[src/rtl/sclk_pkg.sv]
package sclk_pkg;

  localparam int NUM_SRC = 4;
  localparam int SRC_W   = $clog2(NUM_SRC);

  typedef enum logic [SRC_W-1:0] {
    SRC_BAUD  = 2'd0,
    SRC_SYS   = 2'd1,
    SRC_TIMER = 2'd2,
    SRC_PIN   = 2'd3
  } srcSel_e;

  // Configuration captured while the channel is idle.
  typedef struct packed {
    logic             asyncMode;
    logic             extShift;
    logic             fallEdge;
    logic [SRC_W-1:0] srcSel;
  } clkCfg_t;

  // Strobes from control to datapath.
  typedef struct packed {
    logic             divRun;
    logic             divClear;
    logic             extGate;
    logic             fallEdge;
    logic             asyncPick;
    logic [SRC_W-1:0] srcSel;
  } dpCtl_t;

endpackage

[src/rtl/sclk_ctrl.sv]
module sclk_ctrl
  import sclk_pkg::*;
(
  input  logic    clk,
  input  logic    rstN,
  input  clkCfg_t reqCfg,
  input  logic    xferActive,
  output dpCtl_t  ctl
);

  clkCfg_t activeCfg;

  // Settings only move while the channel is idle.
  always_ff @(posedge clk) begin
    if (!rstN) begin
      activeCfg <= '0;
    end else if (!xferActive) begin
      activeCfg <= reqCfg;
    end
  end

  always_comb begin
    ctl.divRun    = xferActive & ~activeCfg.asyncMode & ~activeCfg.extShift;
    ctl.divClear  = ~ctl.divRun;
    ctl.extGate   = xferActive & ~activeCfg.asyncMode & activeCfg.extShift;
    ctl.fallEdge  = activeCfg.fallEdge;
    ctl.asyncPick = activeCfg.asyncMode;
    ctl.srcSel    = activeCfg.srcSel;
  end

  // configuration frozen during a transfer
  p_cfg_frozen_r9: assert property (@(posedge clk) disable iff (!rstN)
    xferActive |=> $stable(activeCfg))
    else $error("p_cfg_frozen_r9");

endmodule

[src/rtl/sclk_datapath.sv]
module sclk_datapath
  import sclk_pkg::*;
#(
  parameter int SYNC_STAGES = 2
) (
  input  logic   clk,
  input  logic   rstN,
  input  dpCtl_t ctl,
  input  logic   baudTick,
  input  logic   timerTick,
  input  logic   extClkTick,
  input  logic   shiftClkIn,
  output logic   basicClkEn,
  output logic   rxSampleStrobe,
  output logic   shiftClkOut
);

  localparam int LAST_STAGE = SYNC_STAGES - 1;

  // Pin synchroniser chain
  logic [SYNC_STAGES-1:0] syncChain;

  always_ff @(posedge clk) begin
    if (!rstN) syncChain[0] <= 1'b0;
    else       syncChain[0] <= shiftClkIn;
  end

  for (genvar g = 1; g < SYNC_STAGES; g++) begin : g_sync
    always_ff @(posedge clk) begin
      if (!rstN) syncChain[g] <= 1'b0;
      else       syncChain[g] <= syncChain[g-1];
    end
  end

  logic syncLvl, prevLvl;
  assign syncLvl = syncChain[LAST_STAGE];

  always_ff @(posedge clk) begin
    if (!rstN) prevLvl <= 1'b0;
    else       prevLvl <= syncLvl;
  end

  logic riseSeen, fallSeen, extEdge;
  assign riseSeen = syncLvl & ~prevLvl;
  assign fallSeen = ~syncLvl & prevLvl;
  assign extEdge  = ctl.fallEdge ? fallSeen : riseSeen;

  // Asynchronous source mux, index order fixed by the selector encoding
  logic [NUM_SRC-1:0] srcTicks;
  logic               pickedTick;
  assign srcTicks[SRC_BAUD]  = baudTick;
  assign srcTicks[SRC_SYS]   = 1'b1;
  assign srcTicks[SRC_TIMER] = timerTick;
  assign srcTicks[SRC_PIN]   = extClkTick;
  assign pickedTick = srcTicks[ctl.srcSel];

  // Divide-by-two shift clock
  logic divToggle, nextRise, syncPulse;
  assign nextRise  = ctl.divRun & baudTick & ~divToggle;
  assign syncPulse = nextRise | (ctl.extGate & extEdge);

  always_ff @(posedge clk) begin
    if (!rstN) begin
      divToggle      <= 1'b1;
      basicClkEn     <= 1'b0;
      rxSampleStrobe <= 1'b0;
    end else begin
      if (ctl.divClear)  divToggle <= 1'b1;
      else if (baudTick) divToggle <= ~divToggle;
      basicClkEn     <= ctl.asyncPick ? pickedTick : syncPulse;
      rxSampleStrobe <= ~ctl.asyncPick & syncPulse;
    end
  end

  assign shiftClkOut = divToggle;

  // pin returns high once the divider is not running
  p_idle_high_r4: assert property (@(posedge clk) disable iff (!rstN)
    ctl.divClear |=> shiftClkOut)
    else $error("p_idle_high_r4");

  // driven-clock pulses only follow a rising pin edge
  p_rise_pulse_r2: assert property (@(posedge clk) disable iff (!rstN)
    (basicClkEn && $past(ctl.divRun)) |-> (shiftClkOut && !$past(shiftClkOut)))
    else $error("p_rise_pulse_r2");

  // sample strobe never appears without the basic clock
  p_strobe_basic_r3: assert property (@(posedge clk) disable iff (!rstN)
    rxSampleStrobe |-> basicClkEn)
    else $error("p_strobe_basic_r3");

  // external edge pulses are isolated single cycles
  p_ext_single_r5: assert property (@(posedge clk) disable iff (!rstN)
    (ctl.extGate && basicClkEn) |=> !rxSampleStrobe)
    else $error("p_ext_single_r5");

  // asynchronous mode never strobes receive sampling
  p_async_quiet_r8: assert property (@(posedge clk) disable iff (!rstN)
    ctl.asyncPick |=> !rxSampleStrobe)
    else $error("p_async_quiet_r8");

endmodule

[src/rtl/shift_clock_source.sv]
module shift_clock_source
  import sclk_pkg::*;
#(
  parameter int SYNC_STAGES = 2
) (
  input  logic       clk,
  input  logic       rstN,
  input  logic       modeAsync,
  input  logic       extShiftClk,
  input  logic       edgeFall,
  input  logic [1:0] srcSel,
  input  logic       xferActive,
  input  logic       baudTick,
  input  logic       timerTick,
  input  logic       extClkTick,
  input  logic       shiftClkIn,
  output logic       basicClkEn,
  output logic       rxSampleStrobe,
  output logic       shiftClkOut
);

  clkCfg_t reqCfg;
  dpCtl_t  ctl;

  always_comb begin
    reqCfg.asyncMode = modeAsync;
    reqCfg.extShift  = extShiftClk;
    reqCfg.fallEdge  = edgeFall;
    reqCfg.srcSel    = srcSel;
  end

  sclk_ctrl u_ctrl (
    .clk        (clk),
    .rstN       (rstN),
    .reqCfg     (reqCfg),
    .xferActive (xferActive),
    .ctl        (ctl)
  );

  sclk_datapath #(.SYNC_STAGES(SYNC_STAGES)) u_dp (
    .clk            (clk),
    .rstN           (rstN),
    .ctl            (ctl),
    .baudTick       (baudTick),
    .timerTick      (timerTick),
    .extClkTick     (extClkTick),
    .shiftClkIn     (shiftClkIn),
    .basicClkEn     (basicClkEn),
    .rxSampleStrobe (rxSampleStrobe),
    .shiftClkOut    (shiftClkOut)
  );

endmodule

[config.mk]
export PLATFORM = sky130hd
export DESIGN_NAME = shift_clock_source
export DESIGN_NICKNAME = d
export VERILOG_FILES = /design/src/rtl/sclk_pkg.sv /design/src/rtl/sclk_ctrl.sv /design/src/rtl/sclk_datapath.sv /design/src/rtl/shift_clock_source.sv
export SDC_FILE = /design/constraint.sdc
export NUM_CORES = 1
export LEC_CHECK = 0
export BUFFER_PORTS_ARGS = -buffer_cell sky130_fd_sc_hd__buf_2
export CAP_MARGIN = 20
export CORE_AREA = 3 3 40 42
export DETAILED_ROUTE_END_ITERATION = 10
export DIE_AREA = 0 0 43 45
export GPL_ROUTABILITY_DRIVEN = 0
export GPL_TIMING_DRIVEN = 0
export MAX_ROUTING_LAYER = met4
export PLACE_DENSITY = 0.65
export SLEW_MARGIN = 10
export SYNTH_ARGS = -nofsm -noshare
export SYNTH_HDL_FRONTEND = slang
export SYNTH_HIERARCHICAL = 1
export SYNTH_SLANG_ARGS = --single-unit
[constraint.sdc]
create_clock -name clk -period 1.8 [get_ports clk]
set_clock_uncertainty 0.2 [all_clocks]
set_input_delay 0.09 -clock clk [delete_from_list [all_inputs] [get_ports clk]]
set_output_delay 0.09 -clock clk [all_outputs]
set_load 0.005 [all_outputs]
==> flow_metrics.tcl, run 1 <==
set metrics [dict create \
    antenna_cells 0 \
    dp.cells 71 \
    clkLatencyLatePin_ps 270 \
    setup_violations 0 \
    viasPerCell 4.637 \
    die_h_um 45 \
    worstPathArrival_ps 1480 \
    finalCritPeriodShare 0.8444 \
    antenna_found_initial 0 \
    synth_cell_type_count 19 \
    intPower_uw 404.0 \
    grt-ovfl-total 0 \
    grt_pass1_wl_um 1676 \
    syn_to_final_growth_pct 55.24 \
    grt_use_total 0.1301 \
    dieArea_sq_um 1935 \
    path_clk_slew_ps 60 \
    p_sw_uw 114.2 \
    dr.pass1.iters 2 \
    ir_drop_mv 0.5046 \
    timing.hold.ws_ps 38.33 \
    grt_pass1_vias 401 \
    htree_num_levels 1 \
    clock-sinks 11 \
    status "finished, final reports clean" \
    critPathKind "input port to register" \
    start_kind "input port" \
    synth_cells 43 \
    rows 13 \
    cts_tree "built" \
    pre_cts_slack_ps 411.8 \
    finalNetCount 89 \
    powerDensity_nw_per_um2 682.4 \
    routedWlPerCell_um 10.71 \
    multi_input_area_sq_um 220.2 \
    clkPwrFrac 0.319 \
    cts_root_buf "clkbuf_4" \
    syn_nets 55 \
    core_sq_um 1285 \
    vias 422 \
    die_width_um 43 \
    ys_seq_elements 11 \
    cap_viol_max_count 0 \
    path_max_fanout 10 \
    crit_required_ps 1760 \
    grt_setup_unrepaired "no" \
    p_leak_uw 0.0003443 \
    route.detailed.drc 0 \
    final_cells 91 \
    grt_max_degree 11 \
    final-seq-area_sq_um 220.2 \
    syn-cell-area_sq_um 489.2 \
    pwr-share-seq 0.506 \
    worst_pin_slew_ps 218.8 \
    hold_viol 0 \
    slew_viol_final 0 \
    n_fill_cell 121 \
    io_pins 15 \
    setup.worst_path.end_class "register" \
    total_power_uw 518.3 \
    hp-class "input port to register" \
    drt_iter0_drc 5 \
    slew_headroom 0.8542 \
    cts_buffer_depth 2 \
    critPathMaxStageDelay_ps 550 \
    timing.fmax_mhz 657.9 \
    fin_setup_tns_ps 0 \
    finalWorstSetupSlack_ps 280.0 \
    wl_um 975 \
    drive_gt1_frac 0.3421 \
    yosys_warnings 6 \
    netSwitchingFraction 0.2204 \
    fin_crit_ps 1520 \
    ys_seq_area_frac 0.4501 \
    worstPathCellList "dlygate4sd3_1 -> buf_2 -> and2_1 -> dlygate4sd3_1" \
    cp_slowest_cell "dlygate4sd3_1" \
    dp_hpwl_um 575 \
    cts_buffers 3 \
    antenna_left 0 \
    cpMostUsedCell "dlygate4sd3_1" \
    cts-resized-gates 0 \
    critical_path.top_delay_family "buffers and inverters" \
    avgSynthCellArea_sq_um 11.38 \
    comb_power_share 0.174 \
    path_buf_inv 3 \
    start_util 0.3807 \
    io_buffers 13 \
]
stage by stage:
step,utilization,area (sq um)
floorplan,-,489.2
global placement,0.4460,573.1
detailed placement,0.4460,573.1
CTS,0.5910,759.5
global route,0.5910,759.5
finish,0.5910,759.5
routing by layer:
layer / global-route usage / routed length [um]
met4: 0.07229 / 17
met2: 0.2186 / 495
met5: - / 0
met3: 0.07171 / 79
met1: 0.1171 / 383
power groups by stage:
stage | combinational [uW] | sequential (uW) | clock [uW]
floorplan | 39.5 | 267 | 0
global placement | 57.7 | 267 | 0
CTS | 90.1 | 262 | 170
finish | 90.4 | 262 | 166
detailed placement | 59.2 | 268 | 0
global route | 99.1 | 263 | 195
what timing repair did:
action	4_1_cts	5_1_grt
endpoints found under the hold margin	11	0
setup buffers	0	0
hold buffers	16	0
path summary, 6_finish.rpt:
check	startpoint	to	cells past startpoint	slack, ps
setup / recovery	rstN	u_dp/syncChain[0]$_SDFF_PN0_	4	280
hold / removal	xferActive	u_dp/shiftClkOut$_SDFFE_PP1P_	4	40
setup reg to reg	u_ctrl/ctl[2]$_SDFFE_PN0N_	u_ctrl/ctl[2]$_SDFFE_PN0N_	3	360
hold reg to reg	u_dp/syncChain[0]$_SDFF_PN0_	u_dp/syncLvl$_SDFF_PN0_	1	230
flip-flops by register name, indices dropped and copies added, names as in the netlist:
signal,flops
u_dp/rxSampleStrobe,1
u_dp/basicClkEn,1
u_dp/syncChain,1
u_dp/syncLvl,1
u_dp/shiftClkOut,1
u_ctrl/ctl,4
u_ctrl/activeCfg,1
u_dp/prevLvl,1
cell usage after synthesis, drive strengths merged:
cell / instances / area (sq um)
nor3b: 1 / 18.77
a311oi: 1 / 15.01
or3: 1 / 6.260
buf: 5 / 41.29
xor2: 1 / 8.760
inv: 2 / 7.500
nand4bb: 1 / 11.26
nand3b: 2 / 15.01
nand4b: 1 / 8.760
a41o: 1 / 10.01
dfxtp: 11 / 220.2
and2: 3 / 20.02
and3b: 1 / 10.01
a211o: 1 / 8.760
nor2b: 6 / 37.54
mux2i: 5 / 50.05
worst reg2reg max path, stage by stage, from the launching register on:
cell           delay (ps)
dfxtp_1               420
mux2i_1               100
dlygate4sd3_1         560
nor2b_1               100
layout by cell type (no fill, tap or decap), types with 2 or more instances in the layout:
cell	count
dlygate4sd3_1	16
buf_2	13
dfxtp_1	11
nor2b_1	6
mux2i_1	5
buf_4	4
clkbuf_4	3
nand3b_1	2
and2_1	2
cell families after synthesis:
kind of cell | count (synthesis) | synth area share
XOR/XNOR | 1 | 0.01791
AND/OR/NAND/NOR | 16 | 0.2609
multiplexers | 5 | 0.1023
buffers and inverters | 7 | 0.09973
flip-flops | 11 | 0.4501
AO/OA/AOI/OAI | 3 | 0.06905
layout make-up:
type | count | share of cell area
timing repair buffer | 29 | 0.2965
clock buffer | 4 | 0.03460
tap | 15 | 0.02471
multi-input combinational | 25 | 0.2900
inverter | 2 | 0.009885
buffer | 5 | 0.05437
sequential | 11 | 0.2900
No activity file was read; power rests on OpenSTA's default activity.
==> inputs of run 2 (changes only) <==
Settings changed: ABC_AREA set to 1, PLACE_DENSITY 0.65 to 0.66.
Clock period 1.8 ns to 1.3 ns, I/O delays scaled along.
==> flow_metrics.tcl, run 2 <==
set metrics [dict create \
    synth_most_common_cell "nand2_1" \
    synth_commonest_cells "15 x nand2_1, 13 x inv_1, 11 x dfxtp_1, 10 x nor2_1" \
    critPathKind "register to register" \
    vias 461 \
    cts_buffer_depth 2 \
    antenna_cells 0 \
    drive_gt1_frac 0.2660 \
    rows 13 \
    dieArea_sq_um 1935 \
    synth_cells 66 \
    path_clk_slew_ps 70 \
    dp_hpwl_um 604.2 \
    cts_root_buf "clkbuf_4" \
    wl_um 888 \
    cpMostUsedCell "inv_1" \
    drt_iter0_drc 7 \
    finalCritPeriodShare 0.9228 \
    grt_pass1_wl_um 1504 \
    n_fill_cell 136 \
    synth_edf_count 0 \
    fin_crit_ps 1200 \
    grt-ovfl-total 0 \
    antenna_found_initial 0 \
    die_h_um 45 \
    timing.fmax_mhz 833.6 \
    routedWlPerCell_um 8.147 \
    io_pins 15 \
    pre_cts_slack_ps 114.3 \
    status "complete, but fails checks" \
    syn_nets 78 \
    synthTopCellsByArea "dfxtp_1 47%, nand2_1 12%, inv_1 10%" \
    syn-cell-area_sq_um 466.7 \
    io_buffers 14 \
    ys_seq_area_frac 0.4718 \
    cap_viol_max_count 0 \
    final_cell_mix "14 x buf_2, 14 x nand2_1, 13 x inv_1" \
    antenna_left 0 \
    core_sq_um 1285 \
    synth_top_cell_by_area "dfxtp_1" \
    failed_checks "negative hold slack" \
    htree_num_levels 1 \
    crit_required_ps 1260 \
    slew_headroom 0.8851 \
    route.detailed.drc 0 \
    start_kind "register" \
    powerDensity_nw_per_um2 1014 \
    worstPathCellList "inv_1 -> nand2_2 -> nor2_2 -> inv_1 -> a211oi_2 -> o21ai_1" \
    worst_pin_slew_ps 172.3 \
    p_leak_uw 0.0003769 \
    setup_violations 0 \
    synth_cell_type_count 13 \
    viasPerCell 4.229 \
    synth_ff_type "dfxtp_1" \
    setup.worst_path.end_class "register" \
    yosys_warnings 6 \
    avgSynthCellArea_sq_um 7.071 \
    ir_drop_mv 0.4796 \
    slew_viol_final 0 \
    cts_tree "built" \
    grt_use_total 0.1127 \
    finalNetCount 107 \
    die_width_um 43 \
    hold_viol 5 \
    cp_slowest_cell "dfxtp_2" \
    dr.pass1.iters 4 \
    grt_pass1_vias 391 \
    total_power_uw 700.4 \
    largest_reg_flops 4 \
    critPathMaxStageDelay_ps 330 \
    ys_seq_elements 11 \
    async_flop_share 0 \
    grt_max_degree 11 \
    synth.top_cell.area_share 0.4718 \
    clkLatencyLatePin_ps 260 \
    path_max_fanout 3 \
    timing.hold.ws_ps -67.29 \
    cts_buffers 3 \
    syn_to_final_growth_pct 47.99 \
    start_util 0.3632 \
    ctsHoldBuffers 10 \
    hp-class "input port to register" \
    finalWorstSetupSlack_ps 100.4 \
    worstPathArrival_ps 1160 \
    clock-sinks 11 \
    fin_setup_tns_ps 0 \
]
==> run 2: changes by cell type in the layout (fill, tap and decap cells not counted), moves of 2 or more <==
cell / change
nor2b_1: -6
nor2_1: +10
dlygate4sd3_1: -6
and2_1: -2
mux2i_1: -5
nand2_1: +14
inv_1: +12
o21ai_0: +3
nand3_1: +4
==> run 2: final cells by class <==
| cell class | instances | area [sq um] | area share |
|---|---|---|---|
| Sequential cell | 11 | 221.5 | 0.3207 |
| Multi-Input combinational cell | 38 | 175.2 | 0.2536 |
| Timing Repair Buffer | 24 | 170.2 | 0.2464 |
| Inverter | 13 | 48.80 | 0.07065 |
| Buffer | 4 | 30.03 | 0.04348 |
| Clock buffer | 4 | 26.28 | 0.03804 |
| Tap cell | 15 | 18.77 | 0.02717 |
==> run 2: logic make-up (layout without fill, tap and decap cells) <==
logic type             count (synthesis)  in the layout  synth area share
AOI/OAI and AO/OA                      7              7           0.08577
buffers and inverters                 17             45            0.1689
and+or+nand+nor                       31             31            0.2735
DFF                                   11             11            0.4718
==> run 2: metrics by stage <==
step / instance area [sq um] / cells / util
floorplan: 466.7 / 66 / -
global placement: 555.5 / 95 / 0.4323
detailed placement: 555.5 / 95 / 0.4323
CTS: 681.9 / 109 / 0.5307
global route: 690.7 / 109 / 0.5375
finish: 690.7 / 109 / 0.5375
==> run 2: per-layer routing <==
layer | up-vias | share of wire | GRT usage
li1 | 251 | - | -
met1 | 197 | 0.47 | 0.1192
met2 | 11 | 0.47 | 0.1647
met3 | 2 | 0.043 | 0.03586
met4 | 0 | 0.018 | 0.1084
met5 | - | 0 | -
==> run 2: path summary, 6_finish.rpt <==
path | startpoint | to | slack (ps) | cells past startpoint
setup / recovery | u_ctrl/ctl[2]$_SDFFE_PN0N_ | u_dp/shiftClkOut$_SDFFE_PP1P_ | 100 | 6
hold / removal | xferActive | u_ctrl/activeCfg[3]$_SDFFE_PN0N_ | -70 | 3
setup reg to reg | u_ctrl/ctl[2]$_SDFFE_PN0N_ | u_dp/shiftClkOut$_SDFFE_PP1P_ | 100 | 6
hold reg to reg | u_dp/syncChain[0]$_SDFF_PN0_ | u_dp/syncLvl$_SDFF_PN0_ | 220 | 2
==> run 2: what timing repair did <==
action	4_1_cts	5_1_grt
resized for setup	0	3
setup endpoints to repair	0	1
endpoints found under the hold margin	11	4
setup buffers	0	0
==> run 2: report_power, final <==
| group | internal (uW) | leakage [uW] | switching, uW |
|---|---|---|---|
| clock network | 119 | 0.0000150 | 110 |
| registers | 355 | 0.0000909 | 8.24 |
| logic | 63.0 | 0.000271 | 45.8 |
| total | 536 | 0.000377 | 164 |
==> run 2: worst max-delay path, delay by kind of cell, from the launching register on <==
family / cells / cell delay (ps)
DFF: 1 / 330
AOI/OAI and AO/OA: 2 / 260
and+or+nand+nor: 2 / 180
buffers and inverters: 2 / 130
